File: config.mk
export PLATFORM = sky130hd
export DESIGN_NAME = bitsync_dpll
export DESIGN_NICKNAME = d
export VERILOG_FILES = /design/src/rtl/bsync_pkg.sv /design/src/rtl/bsync_edge.sv /design/src/rtl/bsync_phase.sv /design/src/rtl/bsync_nco.sv /design/src/rtl/bsync_outphase.sv /design/src/rtl/bitsync_dpll.sv
export SDC_FILE = /design/constraint.sdc
export NUM_CORES = 1
export LEC_CHECK = 0
export ABC_AREA = 0
export BUFFER_PORTS_ARGS = -buffer_cell sky130_fd_sc_hd__buf_2
export CORE_MARGIN = 2
export CORE_UTILIZATION = 55
export DETAILED_ROUTE_END_ITERATION = 10
export PLACE_DENSITY_LB_ADDON = 0.05
export REMOVE_ABC_BUFFERS = 1
export SLEW_MARGIN = 20
export SYNTH_ARGS = -nofsm -noshare
export SYNTH_HDL_FRONTEND = slang
export SYNTH_SLANG_ARGS = --single-unit
File: constraint.sdc
create_clock -name clk -period 3.35 [get_ports clk]
set_input_delay 0.5025 -clock clk [delete_from_list [all_inputs] [get_ports clk]]
set_output_delay 0.5025 -clock clk [all_outputs]
set_load 0.1 [all_outputs]
File: src/rtl/bsync_pkg.sv
package bsync_pkg;
   typedef enum logic [1:0] {
      ADJ_NONE = 2'd0,
      ADJ_SLOW = 2'd1,
      ADJ_FAST = 2'd2
   } adj_e;
endpackage

File: src/rtl/bsync_edge.sv
module bsync_edge #(
   parameter int STAGES = 2
) (
   input  logic clk,
   input  logic rst_n,
   input  logic din,
   output logic edge_p
);
   logic [STAGES-1:0] chain;
   logic              last_q;

   generate
      for (genvar g = 0; g < STAGES; g++) begin : g_stage
         if (g == 0) begin : g_first
            always_ff @(posedge clk or negedge rst_n) begin
               if (!rst_n) chain[0] <= 1'b0;
               else        chain[0] <= din;
            end
         end else begin : g_rest
            always_ff @(posedge clk or negedge rst_n) begin
               if (!rst_n) chain[g] <= 1'b0;
               else        chain[g] <= chain[g-1];
            end
         end
      end
   endgenerate

   always_ff @(posedge clk or negedge rst_n) begin
      if (!rst_n) last_q <= 1'b0;
      else        last_q <= chain[STAGES-1];
   end

   assign edge_p = chain[STAGES-1] ^ last_q;

   // a pulse reflects a change that travelled down the chain
   assert_edge_from_chain_R7: assert property (@(posedge clk) disable iff (!rst_n)
      edge_p |=> (last_q != $past(last_q)));
endmodule

File: src/rtl/bsync_phase.sv
module bsync_phase
   import bsync_pkg::*;
#(
   parameter int SYM_CLKS = 16,
   parameter int CW       = 5
) (
   input  logic          clk,
   input  logic          rst_n,
   input  logic          edge_p,
   input  logic          wrap,
   input  logic [CW-1:0] cnt,
   output adj_e          pend,
   output logic          lead,
   output logic          lag
);
   localparam logic [CW-1:0] HALF = CW'(SYM_CLKS / 2);

   logic early, late;
   adj_e verdict;

   assign early = cnt > HALF;
   assign late  = cnt < HALF;

   always_comb begin
      if (early)     verdict = ADJ_SLOW;
      else if (late) verdict = ADJ_FAST;
      else           verdict = ADJ_NONE;
   end

   always_ff @(posedge clk or negedge rst_n) begin
      if (!rst_n) begin
         pend <= ADJ_NONE;
         lead <= 1'b0;
         lag  <= 1'b0;
      end else begin
         if (edge_p)    pend <= verdict;
         else if (wrap) pend <= ADJ_NONE;
         lead <= edge_p & early;
         lag  <= edge_p & late;
      end
   end

   assert_flags_exclusive_R3: assert property (@(posedge clk) disable iff (!rst_n)
      $onehot0({lead, lag}));
   assert_lead_cause_R3: assert property (@(posedge clk) disable iff (!rst_n)
      lead |-> $past(edge_p));
   assert_lag_cause_R4: assert property (@(posedge clk) disable iff (!rst_n)
      lag |-> $past(edge_p));
   assert_pend_consumed_R6: assert property (@(posedge clk) disable iff (!rst_n)
      (wrap && !edge_p) |=> pend == ADJ_NONE);
endmodule

File: src/rtl/bsync_nco.sv
module bsync_nco
   import bsync_pkg::*;
#(
   parameter int SYM_CLKS = 16,
   parameter int STEP     = 1,
   parameter int CW       = 5
) (
   input  logic          clk,
   input  logic          rst_n,
   input  adj_e          pend,
   output logic          wrap,
   output logic [CW-1:0] cnt
);
   localparam logic [CW-1:0] P_NOM  = CW'(SYM_CLKS);
   localparam logic [CW-1:0] P_LONG = CW'(SYM_CLKS + STEP);
   localparam logic [CW-1:0] P_SHRT = CW'(SYM_CLKS - STEP);

   logic [CW-1:0] per_q;
   logic [CW-1:0] per_next;

   assign wrap = (cnt == per_q - CW'(1));

   always_comb begin
      unique case (pend)
         ADJ_SLOW: per_next = P_LONG;
         ADJ_FAST: per_next = P_SHRT;
         default:  per_next = P_NOM;
      endcase
   end

   always_ff @(posedge clk or negedge rst_n) begin
      if (!rst_n) begin
         cnt   <= '0;
         per_q <= P_NOM;
      end else if (wrap) begin
         cnt   <= '0;
         per_q <= per_next;
      end else begin
         cnt   <= cnt + CW'(1);
      end
   end

   assert_cnt_inside_R2: assert property (@(posedge clk) disable iff (!rst_n)
      cnt < per_q);
   assert_period_legal_R6: assert property (@(posedge clk) disable iff (!rst_n)
      wrap |=> (per_q == P_NOM || per_q == P_LONG || per_q == P_SHRT));
   assert_restart_R2: assert property (@(posedge clk) disable iff (!rst_n)
      wrap |=> cnt == '0);
endmodule

File: src/rtl/bsync_outphase.sv
module bsync_outphase #(
   parameter int SYM_CLKS = 16,
   parameter int CW       = 5
) (
   input  logic          clk,
   input  logic          rst_n,
   input  logic [CW-1:0] cnt,
   input  logic          mode_mid,
   output logic          bit_clk,
   output logic          strobe
);
   localparam logic [CW-1:0] HALF = CW'(SYM_CLKS / 2);

   logic armed;
   logic first_half;

   always_ff @(posedge clk or negedge rst_n) begin
      if (!rst_n) armed <= 1'b0;
      else        armed <= 1'b1;
   end

   assign first_half = cnt < HALF;
   assign bit_clk = armed & (mode_mid ? ~first_half : first_half);
   assign strobe  = armed & (cnt == (mode_mid ? HALF : '0));

   assert_strobe_single_R8: assert property (@(posedge clk) disable iff (!rst_n)
      strobe |=> !strobe);
   assert_strobe_in_clk_R8: assert property (@(posedge clk) disable iff (!rst_n)
      strobe |-> bit_clk);
endmodule

File: src/rtl/bitsync_dpll.sv
module bitsync_dpll
   import bsync_pkg::*;
#(
   parameter int SYM_CLKS    = 16,
   parameter int STEP        = 1,
   parameter int SYNC_STAGES = 2
) (
   input  logic clk,
   input  logic rst_n,
   input  logic data_in,
   input  logic mode_mid,
   output logic bit_clk,
   output logic sample_stb,
   output logic lead,
   output logic lag
);
   localparam int CW = $clog2(SYM_CLKS + STEP + 1);

   initial begin
      assert (SYM_CLKS >= 4) else $error("SYM_CLKS must be at least 4");
      assert (STEP >= 1 && STEP < SYM_CLKS / 2) else $error("STEP out of range");
      assert (SYNC_STAGES >= 2) else $error("SYNC_STAGES must be at least 2");
   end

   logic          edge_p;
   logic          wrap;
   logic [CW-1:0] cnt;
   adj_e          pend;

   bsync_edge #(.STAGES(SYNC_STAGES)) u_edge (
      .clk(clk), .rst_n(rst_n), .din(data_in), .edge_p(edge_p)
   );

   bsync_phase #(.SYM_CLKS(SYM_CLKS), .CW(CW)) u_phase (
      .clk(clk), .rst_n(rst_n), .edge_p(edge_p), .wrap(wrap), .cnt(cnt),
      .pend(pend), .lead(lead), .lag(lag)
   );

   bsync_nco #(.SYM_CLKS(SYM_CLKS), .STEP(STEP), .CW(CW)) u_nco (
      .clk(clk), .rst_n(rst_n), .pend(pend), .wrap(wrap), .cnt(cnt)
   );

   bsync_outphase #(.SYM_CLKS(SYM_CLKS), .CW(CW)) u_out (
      .clk(clk), .rst_n(rst_n), .cnt(cnt), .mode_mid(mode_mid),
      .bit_clk(bit_clk), .strobe(sample_stb)
   );

   // an edge on a wrap leaves a pending correction for the next period
   assert_edge_on_wrap_R9: assert property (@(posedge clk) disable iff (!rst_n)
      (edge_p && wrap && cnt != CW'(SYM_CLKS / 2)) |=> pend != ADJ_NONE);
endmodule

==> results of run 1 <==
-- kinds of logic after synthesis --
kind of cell	share of synthesized area, %
compound gates	7.51
xor+xnor	11.0
fa+ha+maj	9.58
buf+inv	4.31
flops	51.3
mux	4.47
other cells	0.479
simple gates	11.3
-- cells in the mapped netlist, drive strengths merged --
library cell	count	area share (%)
ha	6	9.6
mux2	1	1.9
nand2	2	0.96
mux2i	2	2.6
o22ai	1	0.80
nor2	5	2.4
dfrtp	15	48
buf	1	1.4
nand3	2	1.3
a21boi	1	0.96
nand3b	1	0.96
a2111oi	1	3.5
xor3	1	3.2
a21oi	1	0.64
nor3	1	0.64
o21bai	1	0.96
nor4b	1	1.1
and2b	1	1.1
or3	1	0.96
xor2	3	3.4
conb	1	0.48
or3b	1	1.1
inv	6	2.9
nand2b	1	0.80
dfstp	1	3.4
o21ai	1	0.64
xnor2	4	4.5
-- layout by cell type (no fill, tap or decap), types with 2 or more instances in the layout --
cell type and count:
inv_1 6, dfrtp_1 15, ha_1 6, xnor2_1 4, mux2i_1 2, nor2_1 5, xor2_1 3, nand3_1 2
buf_2 7, clkbuf_4 3, nand2_1 2
-- area by class of cell --
cell class	instances	area share, %
clock buffers	4	4.21
inverters	6	2.61
multi-input cells	40	40.3
flip-flops and latches	16	46.6
well taps	15	2.18
repair buffers	7	4.06
-- worst paths after layout --
path / startpoint / end / slack (ns) / depth (start not counted)
max: u_nco.cnt[3]$_DFF_PN0_ / bit_clk / 0.93 / 3
min: rst_n / u_out.armed$_DFF_PN0_ / 0.11 / 1
max reg2reg: u_nco.per_q[3]$_DFFE_PN0N_ / u_nco.per_q[3]$_DFFE_PN0N_ / 1.25 / 5
min reg2reg: u_edge.chain[0]$_DFF_PN0_ / u_edge.chain[1]$_DFF_PN0_ / 0.38 / 0
max in group asynchronous: rst_n / u_nco.per_q[4]$_DFFE_PN1N_ / 2.94 / 1
min in group clk: data_in / u_edge.chain[0]$_DFF_PN0_ / 0.32 / 1
-- routing by layer --
layer | routed length (um) | vias up
met1 | 553 | 206
met5 | 0 | -
met2 | 506 | 11
met4 | 19 | 0
li1 | - | 225
met3 | 54 | 2
-- critical path, delay by kind of cell (launching register included) --
kind	cells	cell delay (ns)
DFF	1	0.51
and+or+nand+nor	1	0.50
buffers and inverters	1	0.45
AOI/OAI and AO/OA	1	0.17
-- metrics by stage --
step | hold WS (ns) | utilization, % | power, mW | TNS [ns] | setup slack, ns
2_1_floorplan | 0.207 | - | 0.697 | -1.20 | -0.924
3_3_place_gp | 0.335 | 62.7 | 0.764 | 0 | 1.24
3_5_place_dp | 0.352 | 62.7 | 0.766 | 0 | 1.21
4_1_cts | 0.119 | 65.4 | 0.898 | 0 | 0.929
5_1_grt | 0.138 | 65.4 | 0.963 | 0 | 0.845
6_report | 0.105 | 65.4 | 0.888 | 0 | 0.932
-- flip-flops by register name, indices dropped and copies added, names as in the netlist --
register and cells:
u_phase.pend 2, u_out.armed 1, u_phase.lead 1, u_edge.last_q 1
u_phase.lag 1, u_nco.cnt 5, u_nco.per_q 3, u_edge.chain 2
-- report_power, final --
group          leakage, nW  switching (mW)  total [mW]  internal [mW]
sequential           0.191          0.0787       0.346          0.267
combinational        0.204           0.242       0.416          0.173
clock               0.0210          0.0602       0.126         0.0662
total                0.416           0.381       0.888          0.507
==> flow_summary.ini, run 1 <==
[grt]
grt_first_pass_wirelength_um = 1980
grt_util_met1_pct = 20.6
grt_max_degree = 17
top_usage_layer = met2
antenna_found_initial = 0
use_met3_pct = 3.91
track_usage_pct = 15.5
overflow = 0
grtUsageMet2_pct = 24.4
grt_pass1_vias = 441

[status]
status = finished, final reports clean

[timing]
slew_headroom_pct = 54.1
finalHoldViolCount = 0
rsz0062_at_grt = false
tightest_slew_ns = 0.688
skew_ns = 0.00327
slew_violations = 0
fmax_mhz = 414
fin_crit_sh_pct = 72.2
fin_crit_ns = 2.42
setup_viol = 0

[cts]
htreeDepth = 1
cts_max_path_buffers = 2
cts-root-buf = clkbuf_4
cts_tree = yes
cts_made_buffers = 3
cts_resized = 0
clkLatencyLatePin_ns = 0.28
clk_pin_slew_ns = 0.09
cts_setup_buffers = 0
cts_hold_buf = 0
clock-sinks = 16

[setup_path]
cp_cell_sequence = or3_2, a21boi_0, buf_2
critPathMaxFanout = 9
crit_arrival_ns = 1.92
cp-end-kind = output pin
required_ns = 2.85
critPathSlowestCell = dfrtp_1
start_kind = flip-flop
crit_type = reg -> out
crit_path_max_incr_delay_ns = 0.51

[floorplan]
initial_core_util_pct = 59.4
core-area_um2 = 1320
fp-row-count = 13
die_area_um2 = 1740
die_y_um = 41.7
die_w_um = 41.7
num_io_pins = 8

[synth]
synth_seq_area_share_pct = 51.3
ys_seq_elements = 16
syn_area_um2 = 783
yosysUniqueCellTypes = 27
synth_warnings = 0
synth_cells = 63
synth_area_per_cell_um2 = 12.4

[routing]
wl_per_cell_um = 12.9
ant_nets = 0
routed_via_density = 5.05
wl_um = 1130
drc_errors = 0
first_pass_iters = 4
vias = 444
drt_first_iter_violations = 4

[placed_design]
hpwlAfterDp_um = 773
dpl_cell_area_um2 = 826
io_buffer_count = 7
place.gp.congestion = 0.704
place_inst = 84

[power]
vdd.ir_drop.worst_v = 0.000507
p_leak_nw = 0.416
p_per_area_nw_per_um2 = 1030

[layout]
seqCellArea_um2 = 402
diodes = 0
multiInputGateArea_um2 = 348
syn2layout_area_growth_pct = 10.1
layout.cells.non_filler = 88
fin_area_um2 = 862
fillers = 106
post_route_cells_drive_above_1_share_pct = 23.3
num-nets-final = 84

[run]
drv_cap = 0

[hold_path]
hold_class = in -> async
Power figures use the tool's default switching activity.
==> inputs of run 2 (changes only) <==
CORE_UTILIZATION = 49   (was 55)
clock period = 2.1 ns   (was 3.35 ns; I/O delays follow)
==> run 2 against run 1 <==
Sequential share of layout area is 2.4 points lower. Register-to-register slack worse by 1.1 ns. Via count is 8.3% higher. First-iteration DRC count stayed put. Critical path type unchanged.
==> flow_summary.ini, run 2 (synthesis results as in run 1) <==
[run]
drv_cap = 0

[timing]
setup_ws_ns = 0.123
slew_violations = 0
fin_hold_ws_ns = 0.127
setup_viol = 0
fin_crit_sh_pct = 94.1
finalHoldViolCount = 0
setup_tns_ns = 0
rsz0062_at_grt = false
fin_crit_ns = 1.98
skew_ns = 0.00300
fmax_mhz = 506

[cts]
clk_pin_slew_ns = 0.09
cts_max_path_buffers = 2
clock-sinks = 16
cts_setup_buffers = 0
clkLatencyLatePin_ns = 0.29
cts-root-buf = clkbuf_4
cts_tree = yes
cts_made_buffers = 3
htreeDepth = 1

[floorplan]
die_area_um2 = 1930
die_y_um = 44.0
fp-row-count = 14
die_w_um = 44.0
core-area_um2 = 1510
num_io_pins = 8
initial_core_util_pct = 52.0

[routing]
ant_nets = 0
wl_per_cell_um = 12.9
vias = 481
drc_errors = 0
first_pass_iters = 4
routed_via_density = 5.23
wl_um = 1190
drt_first_iter_violations = 4

[setup_path]
required_ns = 1.78
reg2reg_slack_ns = 0.19
crit_arrival_ns = 1.66
critPathMaxFanout = 9
crit_type = reg -> out
reg2reg_depth = 6
start_kind = flip-flop
r2r-start = u_nco.per_q[3]$_DFFE_PN0N_
cp-end-kind = output pin
r2r_end = u_nco.per_q[0]$_DFFE_PN0N_

[layout]
diodes = 0
num-nets-final = 87
post_route_cells_drive_above_1_share_pct = 27.6
top_register = u_nco.cnt
syn2layout_area_growth_pct = 16.3
layout_commonest_cell = dfrtp_1
largest_register_ffs = 5
reg_top3 = u_nco.cnt: 5 flops, u_nco.per_q: 3 flops
layout.cells.non_filler = 92
final_cell_mix = dfrtp_1, inv_1, ha_1

[power]
p_per_area_nw_per_um2 = 1620
vdd.ir_drop.worst_v = 0.000781
p_leak_nw = 0.434
fin_total_pwr_mw = 1.47

[grt]
overflow = 0
grt_max_degree = 17
grt_first_pass_wirelength_um = 2040
track_usage_pct = 15.3
grt_pass1_vias = 493
antenna_found_initial = 0

[placed_design]
place.gp.congestion = 0.681
hpwlAfterDp_um = 843
place_ws_ns = 0.191
place_inst = 87
io_buffer_count = 7

[status]
status = finished, final reports clean

[hold_path]
min_to = u_edge.chain[0]$_DFF_PN0_
hold_class = in -> reg
worstHoldStart = data_in
hold_depth = 1
-- run 2: cell types whose count changed in the layout (fill, tap and decap cells not counted), sizes merged --
cell	previous run	this run
buf	7	9
dlygate4sd3	0	1
-- run 2: per-layer routing --
metal  share of wire [%]  up-vias  GRT usage [%]
met5                   0        -              0
met2                  43       19           22.1
li1                    -      230              -
met3                 4.2        8           3.75
met1                  49      224           19.0
met4                 3.2        0           12.7
-- run 2: what timing repair did --
action,CTS,global route
hold buffers,1,0
resized for setup,2,2
endpoints found under the setup margin,2,1
hold endpoints to repair,15,0
-- run 2: worst max path at each step --
| stage | from | endpoint | cells past startpoint |
|---|---|---|---|
| after detailed placement | u_nco.per_q[3]$_DFFE_PN0N_ | u_nco.per_q[0]$_DFFE_PN0N_ | 6 |
| final | u_nco.cnt[3]$_DFF_PN0_ | bit_clk | 3 |
| after global placement | u_nco.per_q[0]$_DFFE_PN0N_ | u_nco.per_q[4]$_DFFE_PN1N_ | 6 |
| after global routing | u_nco.cnt[3]$_DFF_PN0_ | bit_clk | 3 |
| after floorplan | u_nco.cnt[0]$_DFF_PN0_ | sample_stb | 4 |
| after CTS | u_nco.cnt[3]$_DFF_PN0_ | bit_clk | 3 |
-- run 2: where the power goes --
group / switching, mW / internal, mW / total [mW] / leakage [nW]
Combinational: 0.410 / 0.313 / 0.724 / 0.223
Clock: 0.0963 / 0.106 / 0.202 / 0.0210
Sequential: 0.117 / 0.429 / 0.546 / 0.190
Total: 0.624 / 0.848 / 1.47 / 0.434
-- run 2: layout make-up --
cell class,instances,area (um2)
inverters,6,22.5
clock buffers,4,36.3
repair buffers,10,77.6
multi-input cells,40,352
flip-flops and latches,16,403
fillers,123,596
well taps,16,20.0
-- run 2: stage by stage --
| step | area, um2 | util [%] |
|---|---|---|
| floorplan | 772 | - |
| global placement | 857 | 56.9 |
| detailed placement | 857 | 56.9 |
| CTS | 906 | 60.1 |
| global route | 911 | 60.5 |
| finish | 911 | 60.5 |
-- run 2: worst max-delay path, stage by stage (launching register included) --
cell      delay, ns
dfrtp_2        0.48
or3_2          0.50
a21boi_2       0.19
buf_12         0.19
==> inputs of run 3 (changes only) <==
CORE_UTILIZATION = 53   (was 49)
CTS_BUF_LIST = sky130_fd_sc_hd__clkbuf_4 sky130_fd_sc_hd__clkbuf_8   (was unset)
==> run 3 against run 2 <==
Cell area down 0.69%. Critical endpoint unchanged. Setup slack got worse by 0.030 ns. Sequential share of layout area grew 0.31 points. Die area decreased by 6.9%. Total power fell by 1.4%. Combinational power is 3% lower. Flip-flop and latch count did not move. Fmax fell by 1.5%.
==> flow_summary.ini, run 3 (synthesis results as in run 1) <==
[placed_design]
io_buffer_count = 7
place.gp.congestion = 0.734
dpl_cell_area_um2 = 848
hpwlAfterDp_um = 821

[floorplan]
die_area_um2 = 1800
fp-row-count = 13
die_w_um = 42.4
core-area_um2 = 1330
num_io_pins = 8
initial_core_util_pct = 58.7
die_y_um = 42.4

[layout]
seqCellArea_um2 = 403
fin_area_um2 = 905
final_cell_mix = dfrtp_1, inv_1, ha_1
fillers = 105
multiInputGateArea_um2 = 354
top_register = u_nco.cnt
num-nets-final = 86
largest_register_ffs = 5
layout_commonest_cell = dfrtp_1
diodes = 0
post_route_cells_drive_above_1_share_pct = 26.7
syn2layout_area_growth_pct = 15.5
reg_top3 = u_nco.cnt: 5 flops, u_nco.per_q: 3 flops

[routing]
first_pass_iters = 3
wl_um = 1080
drc_errors = 0
ant_nets = 0
routed_via_density = 5.00
drt_first_iter_violations = 6
vias = 450
wl_per_cell_um = 11.9

[grt]
antenna_found_initial = 0
track_usage_pct = 15.5
overflow = 0
grt_first_pass_wirelength_um = 2040
grt_max_degree = 17
grt_pass1_vias = 473

[setup_path]
cp_cell_sequence = or3_2, a21boi_1, buf_12
critPathMaxFanout = 9
critPathSlowestCell = or3_2
reg2reg_depth = 6
reg2reg_slack_ns = 0.18
cp-end-kind = output pin
crit_path_max_incr_delay_ns = 0.48
r2r_end = u_nco.per_q[4]$_DFFE_PN1N_
crit_family = simple AND/OR/NAND/NOR gates
crit_arrival_ns = 1.69
start_kind = flip-flop
path_buf_inv = 1
required_ns = 1.78
crit_type = reg -> out
r2r-start = u_nco.per_q[3]$_DFFE_PN0N_

[power]
p_leak_nw = 0.430
fin_total_pwr_mw = 1.45
p_per_area_nw_per_um2 = 1600
vdd.ir_drop.worst_v = 0.000907

[status]
status = finished, final reports clean

[cts]
clock-sinks = 16
cts_setup_buffers = 0
cts_max_path_buffers = 2
htreeDepth = 1
cts_tree = yes
cts-root-buf = clkbuf_4
clkLatencyLatePin_ns = 0.28
cts_made_buffers = 3
clk_pin_slew_ns = 0.09

[hold_path]
worstHoldStart = data_in
min_to = u_edge.chain[0]$_DFF_PN0_
hold_class = in -> reg
hold_depth = 1

[timing]
setup_tns_ns = 0
skew_ns = 0.00163
rsz0062_at_grt = false
fin_crit_ns = 2.01
fin_hold_ws_ns = 0.132
fin_crit_sh_pct = 95.6
setup_viol = 0
finalHoldViolCount = 0
slew_violations = 0
fmax_mhz = 498

[run]
drv_cap = 0
==> run 3: changes by cell type in the layout (fill, tap and decap cells not counted), sizes merged <==
cell and change:
buf -1
==> run 3: worst register-to-register path: stages (launching register included) <==
cell,delay [ns]
dfrtp_1,0.39
inv_1,0.08
ha_1,0.16
or3b_1,0.39
a2111oi_4,0.42
buf_4,0.23
mux2i_1,0.20
==> run 3: layout make-up <==
cell class,instances,share of cell area [%]
Inverter,6,2.49
Clock buffer,4,4.01
Tap cell,15,2.07
Timing Repair Buffer,9,7.75
Multi-Input combinational cell,40,39.1
Sequential cell,16,44.5
==> run 3: through the flow <==
stage | std cells | utilization, % | worst slack [ns]
final | 90 | 67.8 | 0.0930
after detailed placement | 85 | 63.6 | 0.191
after global placement | 85 | 63.6 | 0.231
after global routing | 90 | 67.8 | 0.0184
after floorplan | 62 | - | -1.98
after CTS | 90 | 67.1 | 0.0422
==> run 3: routing by layer <==
layer | routed length (um) | global-route usage (%)
met3 | 39 | 2.59
met4 | 25 | 7.50
met5 | 0 | 0
met2 | 480 | 24.3
met1 | 529 | 20.8
==> run 3: report_power, final <==
group / leakage (nW) / switching (mW) / internal, mW / total, mW
Sequential: 0.190 / 0.118 / 0.429 / 0.547
Combinational: 0.219 / 0.401 / 0.303 / 0.705
Clock: 0.0210 / 0.0941 / 0.106 / 0.200
Total: 0.430 / 0.613 / 0.838 / 1.45
==> run 3: how the worst max path moves through the flow <==
stage | endpoint | slack (ns) | cells after the start | startpoint
after CTS | bit_clk | 0.04 | 3 | u_nco.cnt[3]$_DFF_PN0_
final | bit_clk | 0.09 | 3 | u_nco.cnt[3]$_DFF_PN0_
after global placement | u_nco.per_q[4]$_DFFE_PN1N_ | 0.23 | 6 | u_nco.per_q[3]$_DFFE_PN0N_
after detailed placement | u_nco.per_q[4]$_DFFE_PN1N_ | 0.19 | 6 | u_nco.per_q[3]$_DFFE_PN0N_
after global routing | bit_clk | 0.02 | 3 | u_nco.cnt[3]$_DFF_PN0_
after floorplan | sample_stb | -1.98 | 4 | u_nco.cnt[0]$_DFF_PN0_
==> run 3: repair_timing <==
item	CTS	global route
gates resized for setup	1	4
hold endpoints to repair	15	0
pin swaps	0	0
hold buffers	1	0
setup endpoints to repair	1	2
